$ cat src/rtl/tl_pkg.sv
package tl_pkg;
    localparam int LAMP_W  = 3;
    localparam int NUM_DIR = 2;
    localparam int PH_W    = 2;

    // bit 1: which road is served (0 north-south, 1 east-west); bit 0: warning
    typedef enum logic [PH_W-1:0] {
        PH_NS_GO   = 2'b00,
        PH_NS_WARN = 2'b01,
        PH_EW_GO   = 2'b10,
        PH_EW_WARN = 2'b11
    } phase_e;

    typedef logic [LAMP_W-1:0] lamp_t;

    localparam lamp_t LAMP_GREEN  = 3'b100;
    localparam lamp_t LAMP_YELLOW = 3'b010;
    localparam lamp_t LAMP_RED    = 3'b001;

    typedef struct packed {
        phase_e phase;
    } seq_state_t;
endpackage

$ cat src/rtl/tl_seq.sv
module tl_seq
    import tl_pkg::*;
(
    input  logic   clk,
    input  logic   rst,
    input  logic   ew_wait,
    output phase_e phase_q
);
    seq_state_t st_d, st_q;

    always_comb begin
        st_d = st_q;
        unique case (st_q.phase)
            PH_NS_GO:   if (ew_wait) st_d.phase = PH_NS_WARN;
            PH_NS_WARN: st_d.phase = PH_EW_GO;
            PH_EW_GO:   st_d.phase = PH_EW_WARN;
            PH_EW_WARN: st_d.phase = PH_NS_GO;
            default:    st_d.phase = PH_NS_GO;
        endcase
        if (rst) st_d.phase = PH_NS_GO;
    end

    always_ff @(posedge clk) begin
        st_q <= st_d;
    end

    assign phase_q = st_q.phase;
endmodule

$ cat src/rtl/tl_lamp_dec.sv
module tl_lamp_dec
    import tl_pkg::*;
#(
    parameter bit DIR_SEL = 1'b0
)(
    input  phase_e phase,
    output lamp_t  lamp
);
    logic served;
    logic warn;

    always_comb begin
        served = (phase[1] == DIR_SEL);
        warn   = phase[0];
        if (!served)   lamp = LAMP_RED;
        else if (warn) lamp = LAMP_YELLOW;
        else           lamp = LAMP_GREEN;
    end
endmodule

$ cat src/rtl/tl_ctrl.sv
module tl_ctrl
    import tl_pkg::*;
(
    input  logic       clk,
    input  logic       rst,
    input  logic       ew_wait,
    output logic [2:0] ns_lamp,
    output logic [2:0] ew_lamp
);
    phase_e phase;
    lamp_t  lamps [NUM_DIR];

    tl_seq u_seq (
        .clk     (clk),
        .rst     (rst),
        .ew_wait (ew_wait),
        .phase_q (phase)
    );

    for (genvar d = 0; d < NUM_DIR; d++) begin : g_dir
        tl_lamp_dec #(.DIR_SEL(d[0])) u_dec (
            .phase (phase),
            .lamp  (lamps[d])
        );
    end

    assign ns_lamp = lamps[0];
    assign ew_lamp = lamps[1];
endmodule

$ cat config.mk
export PLATFORM = sky130hd
export DESIGN_NAME = tl_ctrl
export DESIGN_NICKNAME = d
export VERILOG_FILES = /design/src/rtl/tl_pkg.sv /design/src/rtl/tl_seq.sv /design/src/rtl/tl_lamp_dec.sv /design/src/rtl/tl_ctrl.sv
export SDC_FILE = /design/constraint.sdc
export NUM_CORES = 1
export LEC_CHECK = 0
export BUFFER_PORTS_ARGS = -buffer_cell sky130_fd_sc_hd__buf_2
export CAP_MARGIN = 20
export CORE_AREA = 5 5 42 44
export CTS_BUF_LIST = sky130_fd_sc_hd__clkbuf_4 sky130_fd_sc_hd__clkbuf_8
export DETAILED_ROUTE_END_ITERATION = 8
export DIE_AREA = 0 0 47 49
export GPL_ROUTABILITY_DRIVEN = 0
export MAX_ROUTING_LAYER = met4
export PLACE_DENSITY = 0.42
export SYNTH_ARGS = -nofsm -noshare
export SYNTH_HDL_FRONTEND = slang
export SYNTH_HIERARCHICAL = 1
export SYNTH_SLANG_ARGS = --single-unit
$ cat constraint.sdc
create_clock -name clk -period 2.4 [get_ports clk]
set_clock_uncertainty 0.2 [all_clocks]
set_input_delay 0.24 -clock clk [delete_from_list [all_inputs] [get_ports clk]]
set_output_delay 0.24 -clock clk [all_outputs]
set_load 0.02 [all_outputs]
# Yosys cells after proc, flatten, opt, wreduce, memory -nomap -nowiden
# Index checks and enable logic that the tools add are counted.
[word_totals] inputBits=3 reg_bits=2 word_cells=11 output_inout_bits=6
[classes] eq_ne=4 muxes=5 reduce_logical=1
[ops] operator="3-bit two-way mux" n=3
[ops] operator="2-bit one-hot mux with 4 select lines" n=1
[ops] operator="2-bit equality test (second input constant)" n=2
[ops] operator="2-bit by 1-bit equality test with 1-bit output (second input constant)" n=1
[ops] operator="2-bit logical NOT" n=1
[ops] operator="2-bit two-way mux" n=1
[ops] operator="2-bit != test (second input constant)" n=1

# Longest topological paths before layout
[depth] ltp_word=2 depth_mapped=5 ltp_nobuf=5

# Modules after synthesis
# Netlist, hierarchy kept.
[by_module_without_submodules] module="tl_seq" instances=1 area_per_inst_um2=120.1 cells_per_inst=13 seq_area_each_um2=40.0
[by_module_without_submodules] module="tl_lamp_dec at g_dir[0].u_dec" instances=1 area_per_inst_um2=25.0 cells_per_inst=3 seq_area_each_um2=0.0
[by_module_without_submodules] module="tl_lamp_dec at g_dir[1].u_dec" instances=1 area_per_inst_um2=20.0 cells_per_inst=3 seq_area_each_um2=0.0

# Least setup slack after synthesis
# Ideal clock, no wire load.
[synth_timing] kind="flip-flop to flip-flop" startpoint="register u_seq.st_q, in the netlist u_seq/phase_q[1]" endpoint="register u_seq.st_q, in the netlist u_seq/phase_q[1]" path_buffers=0 setup_slack_ns=1.034 synth_period_minus_slack_ns=1.366 stages_incl_launch_ff=6 arrival_time_ns=1.052 t_required_ns=2.086 setup_time_ns=0.114 cell_sequence="dfxtp_1 > inv_1 > ha_1 > nand2b_1 > mux2i_1 > nor2_1"
[synth_via] elab_chain_cells=2 elab_cells_between_ends=6 classes_between="4 x eq/ne; 1 x mux; 1 x reduce/logical"
[synth_rtl] element="start: declaration" line="tl_seq.sv:9" source="seq_state_t st_d, st_q;"
[synth_rtl] element="start signal: assignment" line="tl_seq.sv:24" source="st_q <= st_d;"
[synth_rtl] element="2-bit equality test, or another cell as far along" line="tl_seq.sv:13" source="unique case (st_q.phase)"
[synth_rtl] element="2-bit one-hot mux with 4 select lines or 2-bit != test (tied branches)"
# Several ways; a longest one is shown, not always the timed one.
# A chain may end at the register's enable or synchronous reset.

# Worst setup path in the final report
[layout_timing] startpoint="register u_seq.st_q, in the netlist u_seq/phase_q[1]" endpoint="output ew_lamp[1]"
[layout_via] elab_chain_cells=1
[layout_rtl] element="3-bit two-way mux" line="tl_lamp_dec.sv:15" source="if (!served) lamp = LAMP_RED;"
[layout_rtl] element="end: declaration" line="tl_ctrl.sv:8" source="output logic [2:0] ew_lamp"
# No other way between the ends.

==> results.toml <==
[outcome]
status = "finished clean"

[global_route]
grt_pass1_wl_um = 545
grt_pass1_vias = 135
grt_usage = 0.0411
antenna_found_initial = 0
grt.overflow.total = 0
grt_max_degree = 10

[floorplanning]
die_h_um = 49
core_area_um2 = 1400
initial_core_util = 0.118
die_x_um = 47
boundaryPins = 9
die_area_um2 = 2300
rows = 14

[synth]
synth_top_family_by_area = "simple AND/OR/NAND/NOR gates"
synth_ff_type = "dfxtp_1"
yosysSeqAreaShare = 0.242
synth_mux_area_frac = 0.0606
synth-compound-area-share = 0.0455
syn_area_per_cell_um2 = 8.69
yosysTopAreaCell = "dfxtp_1"
synth_top_area_share = 0.242
synth_common_cells = "nor2_1, ha_1, inv_1, dfxtp_1"
yosysWarningCount = 6
syn_inst = 19
synth_edf_count = 0
synth-simple-area-share = 0.311
syn-num-nets = 25
synthAdderAreaFrac = 0.227
synth-xor-area-share = 0
synthArstFlopShare = 0
ys_top_cells_by_area = "dfxtp_1, ha_1, nor2_1"
netlist_area_um2 = 165
synth.distinct_cells = 11
ys_seq_elements = 2
yosysMostFrequentCell = "nor2_1"

[min_path]
hp-start = "ew_wait"
hold_path_end = "u_seq/phase_q[0]$_SDFFE_PP0P_"
hold-path-cell-count = 3
hold_path_class = "input pin to register"

[cells_and_area]
drive_gt1_frac = 0.467
diodes = 0
syn_to_final_growth_pct = 51.5
nNetsFinal = 38
final_area_um2 = 250
largest_reg_flops = 2

[sta]
fin_ws_ps = 884
max_freq_mhz = 660
tns_ps = 0
relSlewSlack = 0.785
hold_violations = 0
grt_setup_unrepaired = "false"
finalSetupViolations = 0
min_period_ps = 1520
tightest_slew_ps = 323
finalMaxSlewViolations = 0
fin_crit_sh = 0.632

[routing]
ant_nets = 0
initialDrtViolationCount = 2
num_vias = 149
drc_errors = 0
routed_wl_um = 354
wl_per_cell_um = 7.70
drt-pass1-iter-count = 3
routed_via_density = 3.24

[critical_path]
startpoint_type = "register"
crit_slowest_cell = "dfxtp_1"
path_delay_family = "flip-flops"
path_cells = "and2_2 -> buf_2"
cp.arrival_ps = 1080
endpoint_kind = "output port"
worstPathRequired_ps = 1960
worstReg2RegEnd = "u_seq/phase_q[1]$_SDFFE_PP0P_"
crit_type = "register to output port"
cp_num_buf_inv = 1
r2r_cells = 5
r2r_slack_ps = 930
r2r_start = "u_seq/phase_q[1]$_SDFFE_PP0P_"
crit_fanout = 9
cpPeakStageDelay_ps = 500

[placement]
placed_area_um2 = 218
pre_cts_slack_ps = 913
io_buffer_count = 8

[clocking]
post-cts-setup-buffers = 0
cts_made_buffers = 3
clk_pin_slew_ps = 30
cts_num_sinks = 2
h-tree-depth = 1
cts_buffer_depth = 2
cts_tree = "built"
cts_root_buffer = "clkbuf_4"
cts_hold_buffers = 1
clk_latency_ps = 230
cts_resized = 0

[pwr]
powerDensity_nw_per_um2 = 1400
p_leak_uw = 0.000132
max-vdd-ir-drop_mv = 0.250

[flow_run]
cap_violations = 0
==> kinds of logic after synthesis <==
group           after synthesis
simple gates                  8
mux                           1
flops                         2
compound gates                1
buf+inv                       4
fa+ha+maj                     3
==> tightest hold or removal path, stage by stage <==
cell and delay, ps:
buf_2 70, nand2b_1 150, a211oi_1 80
==> worst max-delay path by stage <==
stage	from	to	slack, ps	depth (start not counted)
finish	u_seq/phase_q[1]$_SDFFE_PP0P_	ew_lamp[1]	880	2
global route	u_seq/phase_q[1]$_SDFFE_PP0P_	u_seq/phase_q[1]$_SDFFE_PP0P_	790	5
CTS	u_seq/phase_q[1]$_SDFFE_PP0P_	ew_lamp[1]	860	2
detailed placement	u_seq/phase_q[1]$_SDFFE_PP0P_	u_seq/phase_q[1]$_SDFFE_PP0P_	910	5
global placement	u_seq/phase_q[1]$_SDFFE_PP0P_	u_seq/phase_q[1]$_SDFFE_PP0P_	930	5
floorplan	u_seq/phase_q[1]$_SDFFE_PP0P_	u_seq/phase_q[1]$_SDFFE_PP0P_	1030	5
==> where the power goes <==
part	total, µW	switching (µW)	leakage (µW)	internal (µW)
clock	75.1	19.9	0.0000138	55.2
combinational	197	114	0.000102	82.5
sequential	77.2	28.7	0.0000166	48.5
total	349	163	0.000132	186
==> metrics by stage <==
stage	hold WS, ps	util	total power [µW]	instances
2_1_floorplan	112	-	227	19
3_3_place_gp	223	0.155	274	42
3_5_place_dp	231	0.155	277	42
4_1_cts	168	0.179	360	46
5_1_grt	199	0.179	388	46
6_report	170	0.179	349	46
==> placed cells by master, fill, tap and decap left out <==
| cell type | count |
|---|---|
| a211oi_1 | 1 |
| and2b_2 | 1 |
| nor2b_4 | 1 |
| dfxtp_1 | 2 |
| clkbuf_4 | 3 |
| nand2b_1 | 1 |
| dlygate4sd3_1 | 1 |
| inv_1 | 3 |
| mux2i_1 | 1 |
| nor2_1 | 4 |
| buf_2 | 8 |
| ha_1 | 3 |
| and2_2 | 1 |
==> layer usage <==
| metal | track usage | routed length (µm) | vias up |
|---|---|---|---|
| li1 | - | - | 79 |
| met1 | 0.0372 | 144 | 60 |
| met2 | 0.0430 | 135 | 10 |
| met3 | 0.0554 | 74 | 0 |
| met4 | 0.0276 | 0 | 0 |
| met5 | - | 0 | - |
==> cell type report <==
cell class	instances	area (µm²)
Multi-Input combinational cell	13	106
Sequential cell	2	40.0
Inverter	3	11.3
Tap cell	16	20.0
Fill cell	170	1150
Timing Repair Buffer	9	50.0
Clock buffer	3	22.5
Power figures use the tool's default switching activity.
